## src/rtl/tbf_pkg.sv

```systemverilog
package tbf_pkg;
  typedef enum logic [2:0] {
    ST_IDLE,
    ST_POP,
    ST_CAPT,
    ST_DECIDE,
    ST_FLUSH
  } tbf_state_e;
endpackage

```

## src/rtl/tbf_ctrl.sv

```systemverilog
module tbf_ctrl
  import tbf_pkg::*;
#(
  parameter int NSAMP = 4,
  localparam int CW = $clog2(NSAMP + 1),
  localparam int IW = $clog2(NSAMP)
) (
  input  logic          clk_i,
  input  logic          rst_ni,
  input  logic          trig_i,
  input  logic          fifo_ovr_i,
  input  logic          fifo_empty_i,
  output logic          fifo_pop_o,
  output logic          cap_en_o,
  output logic [IW-1:0] cap_idx_o,
  output logic          decide_o,
  output logic          full_o
);

  tbf_state_e state_q, state_d;
  logic [CW-1:0] cnt_q, cnt_d;

  always_comb begin
    state_d    = state_q;
    cnt_d      = cnt_q;
    fifo_pop_o = 1'b0;
    cap_en_o   = 1'b0;
    decide_o   = 1'b0;
    unique case (state_q)
      ST_IDLE: if (trig_i) begin
        cnt_d   = '0;
        state_d = fifo_ovr_i ? ST_FLUSH : ST_POP;
      end
      ST_POP: begin
        if (fifo_empty_i || cnt_q == CW'(NSAMP)) begin
          state_d = ST_DECIDE;
        end else begin
          fifo_pop_o = 1'b1;
          state_d    = ST_CAPT;
        end
      end
      ST_CAPT: begin
        cap_en_o = 1'b1;
        cnt_d    = cnt_q + 1'b1;
        state_d  = ST_POP;
      end
      ST_DECIDE: begin
        decide_o = 1'b1;
        state_d  = ST_IDLE;
      end
      ST_FLUSH: begin
        if (fifo_empty_i) state_d = ST_IDLE;
        else fifo_pop_o = 1'b1;
      end
      default: state_d = ST_IDLE;
    endcase
  end

  always_ff @(posedge clk_i or negedge rst_ni) begin
    if (!rst_ni) begin
      state_q <= ST_IDLE;
      cnt_q   <= '0;
    end else begin
      state_q <= state_d;
      cnt_q   <= cnt_d;
    end
  end

  assign cap_idx_o = cnt_q[IW-1:0];
  assign full_o    = (cnt_q == CW'(NSAMP));

  p_no_pop_empty_r10: assert property (@(posedge clk_i) disable iff (!rst_ni)
    fifo_pop_o |-> !fifo_empty_i);
  p_pop_limit_r3: assert property (@(posedge clk_i) disable iff (!rst_ni)
    (fifo_pop_o && state_q != ST_FLUSH) |-> (cnt_q < CW'(NSAMP)));

endmodule

```

## src/rtl/tbf_capture.sv

```systemverilog
module tbf_capture #(
  parameter int DATA_W  = 32,
  parameter int COORD_W = 10,
  parameter int X_LSB   = 16,
  parameter int Y_LSB   = 0,
  parameter int PEN_BIT = 31,
  parameter int NSAMP   = 4,
  parameter int MID     = 1,
  localparam int IW     = $clog2(NSAMP)
) (
  input  logic               clk_i,
  input  logic               rst_ni,
  input  logic               cap_en_i,
  input  logic [IW-1:0]      cap_idx_i,
  input  logic [DATA_W-1:0]  data_i,
  output logic [COORD_W-1:0] x_o [2],
  output logic [COORD_W-1:0] y_o [2],
  output logic               pen_up_o
);

  localparam logic [COORD_W-1:0] MAXV = '1;

  logic [COORD_W-1:0] x_cv, y_cv;
  assign x_cv = MAXV - data_i[X_LSB +: COORD_W];
  assign y_cv = MAXV - data_i[Y_LSB +: COORD_W];

  for (genvar g = 0; g < 2; g++) begin : g_mid
    always_ff @(posedge clk_i or negedge rst_ni) begin
      if (!rst_ni) begin
        x_o[g] <= '0;
        y_o[g] <= '0;
      end else if (cap_en_i && cap_idx_i == IW'(MID + g)) begin
        x_o[g] <= x_cv;
        y_o[g] <= y_cv;
      end
    end
  end

  always_ff @(posedge clk_i or negedge rst_ni) begin
    if (!rst_ni) pen_up_o <= 1'b1;
    else if (cap_en_i && cap_idx_i == IW'(NSAMP - 1)) pen_up_o <= data_i[PEN_BIT];
  end

endmodule

```

## src/rtl/tbf_report.sv

```systemverilog
module tbf_report #(
  parameter int COORD_W = 10
) (
  input  logic               clk_i,
  input  logic               rst_ni,
  input  logic               decide_i,
  input  logic               full_i,
  input  logic               pen_up_i,
  input  logic [COORD_W-1:0] x_i [2],
  input  logic [COORD_W-1:0] y_i [2],
  output logic [COORD_W-1:0] pos_x_o,
  output logic [COORD_W-1:0] pos_y_o,
  output logic               touch_o,
  output logic               valid_o
);

  logic [COORD_W:0] x_sum, y_sum;
  logic             good;
  assign x_sum = {1'b0, x_i[0]} + {1'b0, x_i[1]};
  assign y_sum = {1'b0, y_i[0]} + {1'b0, y_i[1]};
  assign good  = full_i && !pen_up_i;

  always_ff @(posedge clk_i or negedge rst_ni) begin
    if (!rst_ni) begin
      pos_x_o <= '0;
      pos_y_o <= '0;
      touch_o <= 1'b0;
      valid_o <= 1'b0;
    end else begin
      valid_o <= decide_i;
      if (decide_i) begin
        touch_o <= good;
        if (good) begin
          pos_x_o <= x_sum[COORD_W:1];
          pos_y_o <= y_sum[COORD_W:1];
        end
      end
    end
  end

  p_strobe_single_r8: assert property (@(posedge clk_i) disable iff (!rst_ni)
    valid_o |=> !valid_o);
  p_hold_on_release_r7: assert property (@(posedge clk_i) disable iff (!rst_ni)
    (valid_o && !touch_o) |-> (pos_x_o == $past(pos_x_o) && pos_y_o == $past(pos_y_o)));

endmodule

```

## src/rtl/touch_burst_filter.sv

```systemverilog
module touch_burst_filter #(
  parameter int DATA_W  = 32,
  parameter int COORD_W = 10,
  parameter int X_LSB   = 16,
  parameter int Y_LSB   = 0,
  parameter int PEN_BIT = 31,
  parameter int NSAMP   = 4,
  parameter int MID     = 1,
  localparam int IW     = $clog2(NSAMP)
) (
  input  logic               clk_i,
  input  logic               rst_ni,
  input  logic               trig_i,
  input  logic               fifo_ovr_i,
  input  logic [DATA_W-1:0]  fifo_data_i,
  input  logic               fifo_empty_i,
  output logic               fifo_pop_o,
  output logic [COORD_W-1:0] pos_x_o,
  output logic [COORD_W-1:0] pos_y_o,
  output logic               touch_o,
  output logic               valid_o
);

  logic               cap_en, decide, full, pen_up;
  logic [IW-1:0]      cap_idx;
  logic [COORD_W-1:0] xs [2];
  logic [COORD_W-1:0] ys [2];

  tbf_ctrl #(.NSAMP(NSAMP)) i_ctrl (
    .clk_i, .rst_ni, .trig_i, .fifo_ovr_i, .fifo_empty_i, .fifo_pop_o,
    .cap_en_o(cap_en), .cap_idx_o(cap_idx), .decide_o(decide), .full_o(full)
  );

  tbf_capture #(
    .DATA_W(DATA_W), .COORD_W(COORD_W), .X_LSB(X_LSB), .Y_LSB(Y_LSB),
    .PEN_BIT(PEN_BIT), .NSAMP(NSAMP), .MID(MID)
  ) i_capture (
    .clk_i, .rst_ni, .cap_en_i(cap_en), .cap_idx_i(cap_idx),
    .data_i(fifo_data_i), .x_o(xs), .y_o(ys), .pen_up_o(pen_up)
  );

  tbf_report #(.COORD_W(COORD_W)) i_report (
    .clk_i, .rst_ni, .decide_i(decide), .full_i(full), .pen_up_i(pen_up),
    .x_i(xs), .y_i(ys), .pos_x_o, .pos_y_o, .touch_o, .valid_o
  );

endmodule

```

## config.mk

```make
export PLATFORM = sky130hd
export DESIGN_NAME = touch_burst_filter
export DESIGN_NICKNAME = d
export VERILOG_FILES = /design/src/rtl/tbf_pkg.sv /design/src/rtl/tbf_ctrl.sv /design/src/rtl/tbf_capture.sv /design/src/rtl/tbf_report.sv /design/src/rtl/touch_burst_filter.sv
export SDC_FILE = /design/constraint.sdc
export NUM_CORES = 1
export LEC_CHECK = 0
export BUFFER_PORTS_ARGS = -buffer_cell sky130_fd_sc_hd__buf_2
export CORE_MARGIN = 1
export CORE_UTILIZATION = 55
export CTS_CLUSTER_DIAMETER = 40
export DETAILED_ROUTE_END_ITERATION = 8
export HOLD_SLACK_MARGIN = 0.1
export PLACE_DENSITY = 0.79
export SLEW_MARGIN = 10
export SYNTH_ARGS = -nofsm -noshare
export SYNTH_HDL_FRONTEND = slang
export SYNTH_SLANG_ARGS = --single-unit
```

## constraint.sdc

```tcl
create_clock -name clk_i -period 2.1 [get_ports clk_i]
set_input_delay 0.42 -clock clk_i [delete_from_list [all_inputs] [get_ports clk_i]]
set_output_delay 0.42 -clock clk_i [all_outputs]
set_load 0.005 [all_outputs]
```

==> impl_metrics.tcl <==
set metrics [dict create \
    cellInternalPower_mw 3.678 \
    antenna_found_initial 0 \
    cts_htree_levels 3 \
    grt_pass1_vias 2471 \
    violations "DRC" \
    max_freq_ghz 0.5102 \
    tightest_slew_ns 0.3632 \
    skew_ns 0.008616 \
    clockRootBuffer "clkbuf_8" \
    setup-tns-final_ns 0 \
    wire_per_inst_um 14.04 \
    grt_usage_pct 23.27 \
    pin_count 60 \
    grt_max_degree 70 \
    synth.avg_cell_area_um2 9.819 \
    drcViolationCount 1 \
    vias 2538 \
    timing_hold_violations_final 0 \
    grt_pass1_wl_um 11120 \
    relSlewSlack_pct 75.79 \
    clock_power_share_pct 16.7 \
    n_fill_cell 465 \
    drt_wl_total_um 6642 \
    critical_path.most_common_cell "a21oi_1" \
    cp_num_cells 6 \
    p_leak_nw 1.955 \
    hold_class "primary input to flop" \
    multi_input_area_mm2 0.001540 \
    post-route-period-util_pct 93.34 \
    ys_seq_area_share_pct 51.61 \
    antenna_cells 0 \
    synth_nets 402 \
    worst-setup-path-type "flop to primary output" \
    clk_pin_slew_ns 0.07 \
    syn_to_final_growth_pct 16.44 \
    critPathLaunchType "flop" \
    gp_congestion 0.7710 \
    io_buffers 48 \
    std_cell_rows 28 \
    power.switching_mw 2.502 \
    synth_cell_types 37 \
    cp_max_fo 4 \
    fp.dieH_um 80.03 \
    core_mm2 0.005886 \
    switching_share_pct 40.49 \
    clk_path_buf_depth 2 \
    regToRegSetupSlack_ns 0.15 \
    synth_cells 341 \
    ys_warn_count 0 \
    crit_arrival_ns 1.54 \
    tritoncts "done" \
    cellPowerDensity_mw_per_mm2 1585 \
    rsz0062_at_grt "false" \
    cts_made_buffers 9 \
    setup_viol 0 \
    grt_overflow 0 \
    drive_gt1_share_pct 20.10 \
    slew_viol_final 0 \
    postCtsSetupBuffers 0 \
    cap_violations 0 \
    vdd_drop_max_mv 0.6869 \
    hold_path_depth 2 \
    path_cells "inv_1 > ha_1 > a21oi_1 > a21oi_1 > nor3_1 > buf_2" \
    syn_area_mm2 0.003348 \
    die_x_um 80.03 \
    rr_worst_depth 6 \
    viasPerCell 5.366 \
    crit_path_top_delay_cell "dfrtp_1" \
    period_minus_slack_ns 1.960 \
    cp.required_ns 1.68 \
    ys_ff_latch 69 \
    cts.sinks 69 \
    dieArea_mm2 0.006404 \
    critical-path-top-delay-family "flip-flops" \
    share_seq_of_total_power_pct 34.9 \
    drtIter0Drc 178 \
    path_buf_inv 2 \
    clk_latency_ns 0.34 \
    dp_hpwl_um 4620 \
    critPathMaxStageDelay_ns 0.41 \
    first_pass_iters 6 \
    start_util_pct 56.89 \
    cp-end-kind "primary output" \
    status "finished with violations" \
    whs_ns 0.2718 \
    drtAntennaViolNets 0 \
    nets 454 \
    power_frac_comb_pct 48.4 \
    regArea_mm2 0.001728 \
]
## worst register-to-register path: cells and delay by family, from the launching register on
| family | cells | cell delay, ns |
|---|---|---|
| adder cells (fa/ha/maj) | 1 | 0.22 |
| buffers and inverters | 1 | 0.10 |
| AND/OR/NAND/NOR | 2 | 0.61 |
| AO/OA/AOI/OAI | 2 | 0.47 |
| flip-flops | 1 | 0.42 |
## placed cells by master, fill, tap and decap left out, types with 4 or more instances in the layout
| master | netlist | final |
|---|---|---|
| ha_1 | 22 | 21 |
| clkbuf_8 | 0 | 13 |
| nor3_1 | 6 | 6 |
| xnor2_1 | 7 | 7 |
| xor2_1 | 7 | 7 |
| a21oi_1 | 14 | 14 |
| buf_2 | 2 | 48 |
| inv_1 | 10 | 10 |
| nand2_1 | 72 | 72 |
| a21o_1 | 6 | 6 |
| dfrtp_1 | 68 | 68 |
| nor2_1 | 5 | 5 |
| nand3_1 | 4 | 4 |
| o21ai_0 | 47 | 47 |
| buf_4 | 2 | 5 |
| o21ai_1 | 23 | 22 |
## metal layers
metal  global-route usage [%]  part of all wire, %  up-vias
met2                    37.44                   48       50
met5                        0                    0        -
met3                    6.971                  4.6        4
met4                    6.964                 0.56        0
li1                         -                    -     1278
met1                    30.20                   47     1206
## what timing repair did
| action | 4_1_cts | 5_1_grt |
|---|---|---|
| gates resized for setup | 0 | 3 |
| hold buffers | 1 | 0 |
| endpoints found under the hold margin | 9 | 0 |
| endpoints found under the setup margin | 0 | 3 |
## power by group through the flow
stage | Clock, mW | Sequential [mW] | Combinational, mW
after floorplan | 0 | 2.08 | 2.28
after global placement | 0 | 2.13 | 2.78
after detailed placement | 0 | 2.16 | 2.89
after CTS | 1.05 | 2.14 | 2.94
after global routing | 1.11 | 2.22 | 3.40
final | 1.03 | 2.16 | 2.99
## layout make-up
class                           instances  area share [%]
Inverter                               10          0.9628
Clock buffer                           15           4.782
Clock inverter                          1          0.1284
Sequential cell                        69           44.32
Timing Repair Buffer                   55           7.895
Tap cell                               75           2.407
Multi-Input combinational cell        248           39.51
## metrics by stage
stage | util, % | cells | setup slack (ns) | cell area, um^2 | power [mW]
floorplan | - | 341 | 0.2980 | 3348 | 4.354
global placement | 62.48 | 456 | 0.1953 | 3677 | 4.911
detailed placement | 62.48 | 456 | 0.08164 | 3677 | 5.050
CTS | 65.90 | 473 | 0.05264 | 3879 | 6.129
global route | 66.24 | 473 | 0.02087 | 3899 | 6.720
finish | 66.24 | 473 | 0.1398 | 3899 | 6.180
## logic make-up after synthesis
logic type      synth area share [%]
simple gates                   13.53
flops                          51.61
fa+ha+maj                      9.417
xor+xnor                       3.662
mux                            1.308
compound gates                 17.49
buf+inv                        2.990
## flip-flops by register name (all words and copies together), names as in the netlist
signal / count
i_ctrl.cnt_q: 3
i_ctrl.state_q: 3
i_capture.x_o: 20
i_report.valid_o: 1
i_capture.y_o: 20
i_report.pos_y_o: 10
i_report.pos_x_o: 10
i_report.touch_o: 1
i_capture.pen_up_o: 1
## worst paths after layout
path                                            end         startpoint
worst min-delay path              i_capture.y_o[12]     fifo_data_i[2]
worst max register to register  i_report.pos_x_o[9]    i_ctrl.cnt_q[0]
max in group asynchronous        i_capture.pen_up_o             rst_ni
min in group asynchronous          i_capture.x_o[1]             rst_ni
worst min register to register    i_capture.y_o[10]  i_capture.y_o[10]
worst max-delay path                     fifo_pop_o    i_ctrl.cnt_q[0]
## synth_stat cells, drive strengths merged
| library cell | number | area share (%) |
|---|---|---|
| inv | 10 | 1.1 |
| dfrtp | 68 | 51 |
| mux2i | 1 | 0.30 |
| a211oi | 1 | 0.37 |
| nand3b | 1 | 0.22 |
| nand2b | 3 | 0.56 |
| o211ai | 2 | 0.45 |
| fa | 2 | 1.2 |
| o21ai | 70 | 10 |
| or3 | 4 | 0.90 |
| nand3 | 4 | 0.60 |
| and2 | 1 | 0.19 |
| xor2 | 7 | 1.8 |
| nand2 | 72 | 8.1 |
| buf | 4 | 0.75 |
| nand4 | 3 | 0.56 |
| nor2b | 2 | 0.37 |
| a22o | 2 | 0.52 |
| a31oi | 1 | 0.19 |
| dfstp | 1 | 0.78 |
| a2111oi | 2 | 0.90 |
| a21o | 6 | 1.3 |
| a31o | 1 | 0.26 |
| ha | 22 | 8.2 |
| mux2 | 3 | 1.0 |
| o21a | 1 | 0.22 |
| nor3 | 7 | 1.2 |
| a21oi | 14 | 2.1 |
| or4b | 1 | 0.30 |
| xnor2 | 7 | 1.8 |
| nor2 | 5 | 0.56 |
| clkbuf | 10 | 1.1 |
| o21bai | 3 | 0.67 |
Note: power is estimated with default switching activity, not from simulation.
